### src/rtl/wdog_seq_pkg.sv
package wdog_seq_pkg;

  // Key bytes, in the order they must arrive at the service register
  localparam logic [7:0] KEY_FIRST  = 8'h1E;
  localparam logic [7:0] KEY_SECOND = 8'hE1;

  // Progress through the two-byte key
  typedef enum logic {
    KEY_IDLE = 1'b0,
    KEY_HALF = 1'b1
  } key_state_t;

endpackage

### src/rtl/wdog_unlock.sv
module wdog_unlock #(
  parameter int                ADDR_W   = 8,
  parameter logic [ADDR_W-1:0] SVC_ADDR = 8'h40
) (
  input  logic              clk,
  input  logic              clr,
  input  logic              wr_en,
  input  logic [ADDR_W-1:0] wr_addr,
  input  logic [7:0]        wr_data,
  output logic              key_done
);
  import wdog_seq_pkg::*;

  key_state_t state_q;
  logic       svc_hit;

  assign svc_hit  = wr_en && (wr_addr == SVC_ADDR);
  assign key_done = svc_hit && (state_q == KEY_HALF) && (wr_data == KEY_SECOND);

  always_ff @(posedge clk) begin
    if (clr) begin
      state_q <= KEY_IDLE;
    end else if (svc_hit) begin
      // A first key byte always opens a new attempt; anything else closes it
      state_q <= (wr_data == KEY_FIRST) ? KEY_HALF : KEY_IDLE;
    end
  end

endmodule

### src/rtl/wdog_chain.sv
module wdog_chain #(
  parameter int PRESCALE_W = 14,
  parameter int PROG_W     = 7,
  parameter int SEL_W      = 3
) (
  input  logic             clk,
  input  logic             clr,
  input  logic             restart,
  input  logic             step,
  input  logic [SEL_W-1:0] sel,
  output logic             expire
);
  localparam int NSEL = 2 ** SEL_W;

  logic [PRESCALE_W-1:0] pre_q;
  logic [PROG_W-1:0]     prog_q;
  logic                  pre_carry;
  logic [NSEL-1:0]       tap;

  assign pre_carry = &pre_q;

  always_ff @(posedge clk) begin
    if (clr || restart) begin
      pre_q  <= '0;
      prog_q <= '0;
    end else if (step) begin
      pre_q <= pre_q + 1'b1;
      if (pre_carry) begin
        prog_q <= prog_q + 1'b1;
      end
    end
  end

  // tap[i]: the next step carries into bit PRESCALE_W+i of the whole chain
  for (genvar i = 0; i < NSEL; i++) begin : g_tap
    if (i == 0) begin : g_first
      assign tap[i] = pre_carry;
    end else if (i <= PROG_W) begin : g_mid
      assign tap[i] = tap[i-1] & prog_q[i-1];
    end else begin : g_beyond
      assign tap[i] = tap[i-1];
    end
  end

  assign expire = step && tap[sel];

endmodule

### src/rtl/wdog_pulse.sv
module wdog_pulse #(
  parameter int PULSE_CLKS = 96
) (
  input  logic clk,
  input  logic rst,
  input  logic fire,
  output logic pulse_o
);
  localparam int CW = $clog2(PULSE_CLKS + 1);

  logic [CW-1:0] cnt_q;

  // A pulse in progress runs to its end regardless of rst
  always_ff @(posedge clk) begin
    if (cnt_q != '0) begin
      cnt_q <= cnt_q - 1'b1;
      if (cnt_q == CW'(1)) begin
        pulse_o <= 1'b0;
      end
    end else if (rst) begin
      cnt_q   <= '0;
      pulse_o <= 1'b0;
    end else if (fire) begin
      cnt_q   <= CW'(PULSE_CLKS);
      pulse_o <= 1'b1;
    end
  end

endmodule

### src/rtl/wdog_seq_top.sv
module wdog_seq_top #(
  parameter int                PRESCALE_W = 14,
  parameter int                PROG_W     = 7,
  parameter int                SEL_W      = 3,
  parameter int                PULSE_CLKS = 96,
  parameter int                ADDR_W     = 8,
  parameter logic [ADDR_W-1:0] SVC_ADDR   = 8'h40,
  parameter logic [ADDR_W-1:0] PRG_ADDR   = 8'h41
) (
  input  logic              clk,
  input  logic              rst,
  input  logic              mc_en,
  input  logic              wr_en,
  input  logic [ADDR_W-1:0] wr_addr,
  input  logic [7:0]        wr_data,
  output logic              rst_out
);

  logic             armed_q;
  logic [SEL_W-1:0] sel_reg_q;
  logic [SEL_W-1:0] sel_act_q;
  logic             key_done;
  logic             kick;
  logic             expire;
  logic             ovf;
  logic             clr;

  // Internal clear: external reset, a time-out, or a pulse in progress
  assign ovf  = expire && !rst;
  assign clr  = rst || ovf || rst_out;
  assign kick = key_done && !clr;

  always_ff @(posedge clk) begin
    if (clr) begin
      armed_q   <= 1'b0;
      sel_reg_q <= '0;
      sel_act_q <= '0;
    end else begin
      if (kick) begin
        armed_q   <= 1'b1;
        sel_act_q <= sel_reg_q;
      end
      if (wr_en && (wr_addr == PRG_ADDR)) begin
        sel_reg_q <= wr_data[SEL_W-1:0];
      end
    end
  end

  wdog_unlock #(
    .ADDR_W  (ADDR_W),
    .SVC_ADDR(SVC_ADDR)
  ) u_unlock (
    .clk     (clk),
    .clr     (clr),
    .wr_en   (wr_en),
    .wr_addr (wr_addr),
    .wr_data (wr_data),
    .key_done(key_done)
  );

  wdog_chain #(
    .PRESCALE_W(PRESCALE_W),
    .PROG_W    (PROG_W),
    .SEL_W     (SEL_W)
  ) u_chain (
    .clk    (clk),
    .clr    (clr),
    .restart(kick),
    .step   (armed_q && mc_en),
    .sel    (sel_act_q),
    .expire (expire)
  );

  wdog_pulse #(
    .PULSE_CLKS(PULSE_CLKS)
  ) u_pulse (
    .clk    (clk),
    .rst    (rst),
    .fire   (ovf),
    .pulse_o(rst_out)
  );

endmodule

### config.mk
export PLATFORM = sky130hd
export DESIGN_NAME = wdog_seq_top
export DESIGN_NICKNAME = d
export VERILOG_FILES = /design/src/rtl/wdog_seq_pkg.sv /design/src/rtl/wdog_unlock.sv /design/src/rtl/wdog_chain.sv /design/src/rtl/wdog_pulse.sv /design/src/rtl/wdog_seq_top.sv
export SDC_FILE = /design/constraint.sdc
export NUM_CORES = 1
export LEC_CHECK = 0
export CORE_MARGIN = 5
export CORE_UTILIZATION = 51
export DETAILED_ROUTE_END_ITERATION = 12
export GPL_TIMING_DRIVEN = 0
export HOLD_SLACK_MARGIN = 0.15
export PLACE_DENSITY = 0.73
export SYNTH_ARGS = -nofsm -noshare
export SYNTH_HDL_FRONTEND = slang
export SYNTH_SLANG_ARGS = --single-unit
export TNS_END_PERCENT = 1
### constraint.sdc
create_clock -name clk -period 2.1 [get_ports clk]
set_input_delay 0.315 -clock clk [delete_from_list [all_inputs] [get_ports clk]]
set_output_delay 0.315 -clock clk [all_outputs]
set_load 0.005 [all_outputs]
# After elaboration in Yosys (flattened, before gate mapping)
# Cells that the tools add are included.
word_totals:
  register_bits: 37
  input_bits: 20
  out_inout_bits: 1
  wordCells: 53
op_classes:
  add_sub_neg: 3
  magnitude_cmp: 1
  eq_ne: 6
  muxes: 10
  n_bitwise: 7
  n_reduce_logical: 18
ops:
  columns: ["operator", "count"]
  rows:
  - ["$mux 7", 3]
  - ["$eq 8x7->1 const B", 2]
  - ["$reduce_and 15->1", 1]
  - ["$add 14x1->14 const B", 1]
  - ["$reduce_and 14->1", 1]
  - ["$eq 8x5->1 const B", 1]
  - ["$eq 8x8->1 const B", 1]
  - ["$logic_and 1x1->1", 8]
  - ["$add 7x1->7 const B", 1]
  - ["$and 1x1->1", 7]
  - ["$eq 7x1->1 const B", 1]
  - ["$reduce_bool 7->1", 1]
  - ["$sub 7x1->7 const B", 1]
  - ["$mux 1", 6]
  - ["$lt 3x4->1 const B", 1]
  - ["$bmux 1 s3", 1]
  - ["$logic_or 1x1->1", 3]
  - ["$reduce_bool 3->1", 1]
  - ["$logic_not 1->1", 2]
  - ["$ne 2x2->1 const B", 1]
  - ["$reduce_and 2->1", 1]

# Longest topological paths before layout
# Gate-level depths: netlist of run 1.
logic_depth:
  ltp_word: 17
  depth_mapped: 7
  mapped_depth_nobuf: 6

# Hierarchy
# From an unflattened synthesis of run 1, not the netlist that was laid out.
unflattened:
  hier_cells: 213
  area_unflattened_um2: 1973.1
by_module_without_submodules:
  columns: ["mod", "n_inst", "cells_per_inst", "area_per_inst_um2", "seq_area_each_um2"]
  rows:
  - ["wdog_chain", 1, 118, 1046.0, 420.4]
  - ["wdog_pulse", 1, 44, 490.5, 240.2]
  - ["wdog_seq_top", 1, 37, 325.3, 140.1]
  - ["wdog_unlock", 1, 14, 111.4, 20.0]

# Worst setup path before layout of run 1
# No wires, ideal clock.
synth_timing:
  kind: "flip-flop to flip-flop"
  startpoint: "register u_chain.pre_q[4]"
  endpoint: "register u_pulse.cnt_q[0] (enable)"
  setup_ns: 0.323
  t_arrival_ns: 1.453
  required_ns: 1.777
  slack_ns: 0.324
  stages_incl_launch_ff: 7
  n_path_buf: 1
  synth_period_minus_slack_ns: 1.776
  path_cell_list: "dfxtp_1 > nand4_1 > nor4_4 > and3_1 > buf_4 > nand2b_1 > nand2_1"
synth_between:
  elab_chain_cells: 13
synth_lines:
  columns: ["item", "line_no", "source"]
  rows:
  - ["from (decl)", "wdog_chain.sv:15", "logic [PRESCALE_W-1:0] pre_q;"]
  - ["from (signal assigned)", "wdog_chain.sv:27", "pre_q <= pre_q + 1'b1;"]
  - ["$reduce_and 14->1 *", "wdog_chain.sv:20", "assign pre_carry = &pre_q;"]
  - ["$and 1x1->1 (7 in a row)", "wdog_chain.sv:39", "assign tap[i] = tap[i-1] & prog_q[i-1];"]
  - ["$bmux 1 s3 *", "wdog_chain.sv:45", "assign expire = step && tap[sel];"]
  - ["$mux 1 (implied by the code) *", "wdog_chain.sv:45", null]
  - ["$logic_and 1x1->1 *", "wdog_chain.sv:45", null]
  - ["$logic_and 1x1->1 *", "wdog_seq_top.sv:29", "assign ovf = expire && !rst;"]
  - ["$reduce_bool 3->1 (no line) *", null, null]
  - ["to (signal assigned)", "wdog_pulse.sv:16", "cnt_q <= cnt_q - 1'b1;"]
  - ["to (signal assigned)", "wdog_pulse.sv:24", "cnt_q <= CW'(PULSE_CLKS);"]
  - ["to (decl)", "wdog_pulse.sv:11", "logic [CW-1:0] cnt_q;"]
# Every way passes the cells marked *; elsewhere a longest branch is shown, timed or not. The select of a mux whose other input is x is not followed.
# A chain may end at the register's enable or synchronous reset.

# Worst setup path after layout of run 1
layout_timing:
  startpoint: "input port wr_addr[1]"
  endpoint: "register u_chain.pre_q[6]"
layout_between:
  elab_chain_cells: 6
layout_lines:
  columns: ["item", "line_no", "source"]
  rows:
  - ["from (decl)", "wdog_seq_top.sv:14", "input logic [ADDR_W-1:0] wr_addr,"]
  - ["$eq 8x7->1", "wdog_unlock.sv:17", "assign svc_hit = wr_en && (wr_addr == SVC_ADDR);"]
  - ["$logic_and 1x1->1", "wdog_unlock.sv:17", null]
  - ["$logic_and 1x1->1 (2 in a row)", "wdog_unlock.sv:18", "assign key_done = svc_hit && (state_q == KEY_HALF) && (wr_data == KEY_SECOND);"]
  - ["$logic_and 1x1->1", "wdog_seq_top.sv:31", "assign kick = key_done && !clr;"]
  - ["$logic_or 1x1->1", "wdog_chain.sv:23", "if (clr || restart) begin"]
# Every way passes these cells.

==> results of run 1 <==
[synthesized netlist by cell type (all sizes together), types with 2 or more instances]
library cell | instances | share of area [%]
nor2 | 37 | 7.3
nor4 | 4 | 2.1
nand4b | 3 | 1.4
nand3 | 18 | 5.0
a31oi | 6 | 2.0
a21oi | 4 | 1.0
nor2b | 3 | 0.98
nand4bb | 2 | 2.0
xnor2 | 5 | 2.3
buf | 4 | 2.0
nand4 | 4 | 1.3
nor3 | 4 | 1.6
and3 | 5 | 1.6
nand2 | 22 | 4.3
edfxtp | 8 | 13
o21bai | 2 | 1.4
or4 | 3 | 1.4
xor2 | 10 | 4.6
dfxtp | 29 | 30
mux2i | 7 | 3.7
inv | 4 | 0.79
ha | 4 | 2.6
o21ai | 5 | 1.5
nand3b | 3 | 1.2
nand2b | 5 | 1.6
[stage by stage]
stage	cells	instance area, sq um	hold WS (ns)	setup TNS [ns]	total power, mW
after floorplan	209	1912	0.4589	0	1.092
after global placement	277	2172	0.4778	-4.977	1.184
after detailed placement	277	2172	0.4853	-5.373	1.187
after CTS	285	2252	0.4975	0	1.657
after global routing	285	2267	0.5326	-0.004437	1.754
final	285	2267	0.4958	0	1.647
[cells in the final DEF (no fill, tap or decap), drive strengths merged, types with 2 or more instances in the layout]
cell type	netlist	layout
nor2	37	37
dfxtp	29	29
nand2	22	22
clkdlybuf4s50	0	20
nand3	18	18
xor2	10	10
edfxtp	8	8
clkbuf	0	8
mux2i	7	7
a31oi	6	6
nand2b	5	5
and3	5	5
xnor2	5	5
o21ai	5	5
inv	4	4
nand4	4	4
a21oi	4	4
ha	4	4
nor3	4	4
nor4	4	4
buf	4	4
nor2b	3	3
nand4b	3	3
nand3b	3	3
or4	3	3
o21bai	2	2
nand4bb	2	2
[power by group]
group / total (mW) / internal (mW) / switching [mW]
clock network: 0.472 / 0.236 / 0.236
registers: 0.912 / 0.836 / 0.0757
logic: 0.263 / 0.136 / 0.127
[critical path, delay by kind of cell]
family | cells | cell delay, ns
AOI/OAI and AO/OA | 2 | 0.33
buffers and inverters | 3 | 0.68
and+or+nand+nor | 3 | 0.82
[flip-flops by register name, indices dropped and copies added, names as in the netlist]
register,count
sel_act_q,3
u_pulse.pulse_o,1
u_chain.pre_q,14
armed_q,1
u_unlock.state_q,1
sel_reg_q,3
u_pulse.cnt_q,7
u_chain.prog_q,7
[what timing repair did]
| action | 4_1_cts | 5_1_grt |
|---|---|---|
| endpoints found under the hold margin | 0 | 0 |
| endpoints found under the setup margin | 0 | 18 |
| resized for setup | 0 | 4 |
[path summary, 6_finish.rpt]
path | start | endpoint
worst max-delay path | wr_addr[1] | u_chain.pre_q[6]$_SDFFE_PP0P_
worst min-delay path | u_chain.pre_q[1]$_SDFFE_PP0P_ | u_chain.pre_q[1]$_SDFFE_PP0P_
worst max register to register | u_chain.pre_q[4]$_SDFFE_PP0P_ | u_pulse.pulse_o$_SDFFCE_PN0P_
worst min register to register | u_chain.pre_q[1]$_SDFFE_PP0P_ | u_chain.pre_q[1]$_SDFFE_PP0P_
[cell families (layout without fill, tap and decap cells)]
group           count (synthesis)  count (layout)  synth area share (%)
simple gates                  116             116                 32.98
flops                          37              37                 42.93
compound gates                 22              22                 8.116
xor+xnor                       15              15                 6.871
buf+inv                         8              36                 2.814
mux                             7               7                 3.665
fa+ha+maj                       4               4                 2.618
[layer usage]
metal / wire length (um) / GRT usage [%] / vias up
met2: 1515 / 22.96 / 17
li1: - / - / 798
met1: 1721 / 19.79 / 704
met3: 103 / 3.366 / 5
met4: 52 / 5.637 / 0
met5: 0 / 0 / -
[cell type report]
| cell class | instances | area [sq um] | share of cell area, % |
|---|---|---|---|
| repair buffers | 20 | 200.2 | 8.830 |
| flip-flops and latches | 37 | 822.0 | 36.26 |
| clock buffers | 8 | 80.08 | 3.532 |
| inverters | 4 | 15.01 | 0.6623 |
| plain buffers | 4 | 38.79 | 1.711 |
| well taps | 48 | 60.06 | 2.649 |
| multi-input cells | 164 | 1051 | 46.36 |
==> metrics.yaml, run 1 <==
status:
  status: "finished clean"
floorplanning:
  initial_core_util_pct: 52.62
  dieHeight_um: 71.23
  fp.dieW_um: 71.23
  io_pins: 21
  coreArea_sq_um: 3633
  rows: 22
  die_area_sq_um: 5073
cells_and_area:
  fin_nets: 260
  antenna_cells: 0
  drive_gt1_share_pct: 8.861
  finish.utilization_pct: 62.40
  fill_cells: 332
  area_delta_synth_final_pct: 18.59
global_routing:
  grt_use_total_pct: 14.70
  grt_pass1_vias: 1385
  grt_pass1_wl_um: 6154
  antenna_found_initial: 0
  grt_max_degree: 11
  grt_remaining_overflow: 0
clocking:
  cts_tree: "built"
  cts_sinks: 37
  cts_setup_buffers: 0
  clock-root-buffer: "clkbuf_8"
  clk_pin_slew_ns: 0.07
  cts_made_buffers: 5
  h-tree-depth: 2
  holdBufCountCts: 0
  clk_latency_ns: 0.28
  cts_max_path_buffers: 2
routing:
  routed_wl_um: 3392
  wl_per_cell_um: 11.90
  drtAntennaViolNets: 0
  dr.pass1.iters: 4
  vias: 1524
  drt_iter0_drc: 90
  via_per_inst: 5.347
  drc_errors: 0
yosys:
  synth_edf_count: 8
  synth.distinct_cells: 44
  synth_cells: 209
  synthFlopType: "dfxtp_1"
  ys_warn_count: 0
  netlist_area_sq_um: 1912
  syn_avg_cell_area_sq_um: 9.148
  synthesis.nets: 233
  ys_seq_area_share_pct: 42.93
  ys_seq_elements: 37
  postSynth.asyncResetShare_pct: 0
placement:
  dp_slack_ns: -0.2886
  port_buffers: 20
  dp_hpwl_um: 2478
  finalWeightedCongestion: 0.8063
min_path:
  holdPathStages: 2
  hp-class: "reg2reg"
critical_path:
  cp_slowest_stage_delay_ns: 0.55
  path_cells: "clkdlybuf4s50_1, or4_4, nor3_4, a211o_2, buf_6, o21bai_4, buf_8, nor2_1"
  rrSetupSlack_ns: 0.19
  path_max_fanout: 10
  worstSetupEndpointType: "register"
  arrival_ns: 2.15
  worst_ep_required_time_ns: 2.28
  crit_slowest_cell: "or4_4"
  start_kind: "input port"
  crit_type: "in2reg"
  r2r_cells: 6
timing:
  rsz0062_at_grt: "yes"
  slew_viol_final: 0
  post-route-period-util_pct: 93.74
  finalHoldViolations: 0
  fin_skew_ns: 0.001056
  worstMarginPinSlew_ns: 0.5752
  relSlewSlack_pct: 61.40
  setup_viol: 0
  finalWorstSetupSlack_ns: 0.1314
  max_freq_mhz: 508.0
  fin_crit_ns: 1.969
job:
  max-cap-violations: 0
pwr:
  ir_drop_mv: 0.5042
  p_leak_nw: 0.8122
  power_density_nw_per_um2: 726.2
(Power assumes the default switching activity.)
==> run 2: changes to the inputs <==
Settings changed: CTS_CLUSTER_SIZE set to 16, TNS_END_PERCENT 1 to not set.
==> run 2 against run 1 <==
Sequential cell count unchanged. Fmax about the same. Non-clock buffer count rose by 1. Via count grew 0.72%. Die area unchanged. Power about the same. Clock power about the same. Hold slack unchanged. Routed wire length is 0.24% higher. Register-to-register slack better by 0.02 ns. Sequential power hardly changed. Largest power group unchanged. Highest routed layer unchanged.
==> metrics.yaml, run 2 (same netlist as run 1, synthesis figures left out) <==
min_path:
  worstHoldStart: "u_chain.pre_q[1]$_SDFFE_PP0P_"
  hold_end: "u_chain.pre_q[1]$_SDFFE_PP0P_"
  holdPathStages: 2  # unchanged
  hp-class: "reg2reg"
timing:
  fin_crit_ns: 1.969  # +0.00002000 ns
  slew_viol_final: 0  # unchanged
  finalWorstSetupSlack_ns: 0.1314  # -0.00002000 ns
  holdWs_ns: 0.4958  # unchanged
  max_freq_mhz: 508.0  # about the same
  finalHoldViolations: 0  # unchanged
  worstMarginPinSlew_ns: 0.5753  # +0.00008303 ns
  rsz0062_at_grt: "no"
  fin_skew_ns: 0.0009457  # -0.0001103 ns
  post-route-period-util_pct: 93.74  # about the same
  setup_viol: 0  # unchanged
  relSlewSlack_pct: 61.39  # about the same
floorplanning:
  coreArea_sq_um: 3633  # unchanged
  dieHeight_um: 71.23  # unchanged
  fp.dieW_um: 71.23  # unchanged
  io_pins: 21  # unchanged
  die_area_sq_um: 5073  # unchanged
  initial_core_util_pct: 52.62  # unchanged
  rows: 22  # unchanged
global_routing:
  grt_max_degree: 11  # unchanged
  antenna_found_initial: 0  # unchanged
  grt_pass1_wl_um: 6154  # unchanged
  grt_pass1_vias: 1385  # unchanged
  grt_remaining_overflow: 0  # unchanged
  grt_use_total_pct: 14.70  # unchanged
placement:
  finalWeightedCongestion: 0.8063  # unchanged
  port_buffers: 20  # unchanged
  dp_hpwl_um: 2478  # unchanged
  dp_slack_ns: -0.2886  # unchanged
cells_and_area:
  area_delta_synth_final_pct: 18.91
  reg.largest.list: "u_chain.pre_q: 14 flops, u_chain.prog_q: 7 flops, u_pulse.cnt_q: 7 flops"
  top_register: "u_chain.pre_q"
  fin_nets: 261  # +0.38%
  final_cell_mix: "nor2_1, dfxtp_1, nand2_1, clkdlybuf4s50_1, nand3_1"
  antenna_cells: 0  # unchanged
  largest_register_ffs: 14  # unchanged
  final_common_cell: "nor2_1"
  drive_gt1_share_pct: 8.824  # -0.037 points
  finish.utilization_pct: 62.57  # +0.17 points
critical_path:
  worst_ep_required_time_ns: 2.28  # about the same
  start_kind: "input port"
  worstSetupEndpointType: "register"
  r2r_start: "u_chain.pre_q[0]$_SDFFE_PP0P_"
  path_max_fanout: 10  # unchanged
  crit_type: "in2reg"
  r2r_cells: 7  # +1
  rr_endpoint: "u_pulse.pulse_o$_SDFFCE_PN0P_"
  rrSetupSlack_ns: 0.21  # +0.02 ns
  arrival_ns: 2.15  # about the same
clocking:
  holdBufCountCts: 0  # unchanged
  clk_latency_ns: 0.28  # about the same
  cts_sinks: 37  # unchanged
  h-tree-depth: 2  # unchanged
  clk_pin_slew_ns: 0.07  # about the same
  cts_max_path_buffers: 2  # unchanged
  clock-root-buffer: "clkbuf_8"
  cts_tree: "built"
  cts_made_buffers: 5  # unchanged
routing:
  via_per_inst: 5.367  # +0.37%
  vias: 1535  # +0.72%
  wl_per_cell_um: 11.89  # -0.11%
  dr.pass1.iters: 4  # unchanged
  drc_errors: 0  # unchanged
  routed_wl_um: 3400  # +0.24%
  drtAntennaViolNets: 0  # unchanged
  drt_iter0_drc: 109  # +21%
job:
  max-cap-violations: 0  # unchanged
pwr:
  ir_drop_mv: 0.5048  # +0.12%
  finalPower_mw: 1.646  # about the same
  power_density_nw_per_um2: 724.2  # -0.28%
  p_leak_nw: 0.8172  # +0.61%
status:
  status: "finished clean"
==> run 2: metrics by stage <==
stage / setup TNS [ns] / cells / cell area [sq um]
global route: 0 / 286 / 2273
finish: 0 / 286 / 2273
CTS: 0 / 285 / 2252
detailed placement: -5.373 / 277 / 2172
floorplan: 0 / 209 / 1912
global placement: -4.977 / 277 / 2172
==> run 2: critical path: stages <==
cell and delay [ns]:
clkdlybuf4s50_1 0.40, or4_4 0.55, nor3_4 0.22, a211o_2 0.18, buf_6 0.13, o21bai_4 0.15, buf_8 0.15, nor2_1 0.05
==> run 2: power breakdown <==
| part | internal (mW) | leakage (nW) | switching (mW) |
|---|---|---|---|
| Combinational | 0.136 | 0.460 | 0.127 |
| Clock | 0.236 | 0.0395 | 0.236 |
| Sequential | 0.836 | 0.318 | 0.0757 |
==> run 2: worst max path at each step <==
stage	cells after the start	end	slack [ns]	start
after floorplan	6	u_pulse.cnt_q[0]$_SDFFCE_PP0P_	0.32	u_chain.pre_q[4]$_SDFFE_PP0P_
after global placement	7	u_pulse.cnt_q[2]$_SDFFCE_PP0P_	-0.29	mc_en
after detailed placement	7	u_pulse.cnt_q[3]$_SDFFCE_PP0P_	-0.29	mc_en
after CTS	7	u_pulse.cnt_q[3]$_SDFFCE_PP0P_	0.02	mc_en
after global routing	7	u_pulse.cnt_q[2]$_SDFFCE_PP0P_	0.03	u_chain.pre_q[0]$_SDFFE_PP0P_
final	8	u_chain.pre_q[6]$_SDFFE_PP0P_	0.13	wr_addr[1]
==> run 2: repair_timing <==
item | in CTS | in global routing
setup endpoints to repair | 0 | 18
resized for setup | 0 | 3
buffers inserted | 0 | 1
==> run 2: metal layers <==
| layer | track usage (%) | wire length (um) | vias to the layer above | part of all wire [%] |
|---|---|---|---|---|
| li1 | - | - | 800 | - |
| met1 | 19.79 | 1733 | 713 | 51 |
| met2 | 22.96 | 1533 | 17 | 45 |
| met3 | 3.366 | 80 | 5 | 2.4 |
| met4 | 5.637 | 52 | 0 | 1.5 |
| met5 | 0 | 0 | - | 0 |
==> run 2: area by class of cell <==
cell class / instances / area (sq um)
plain buffers: 4 / 38.79
clock buffers: 8 / 80.08
fillers: 331 / 1360
inverters: 4 / 15.01
multi-input cells: 164 / 1051
flip-flops and latches: 37 / 820.8
well taps: 48 / 60.06
repair buffers: 21 / 207.7
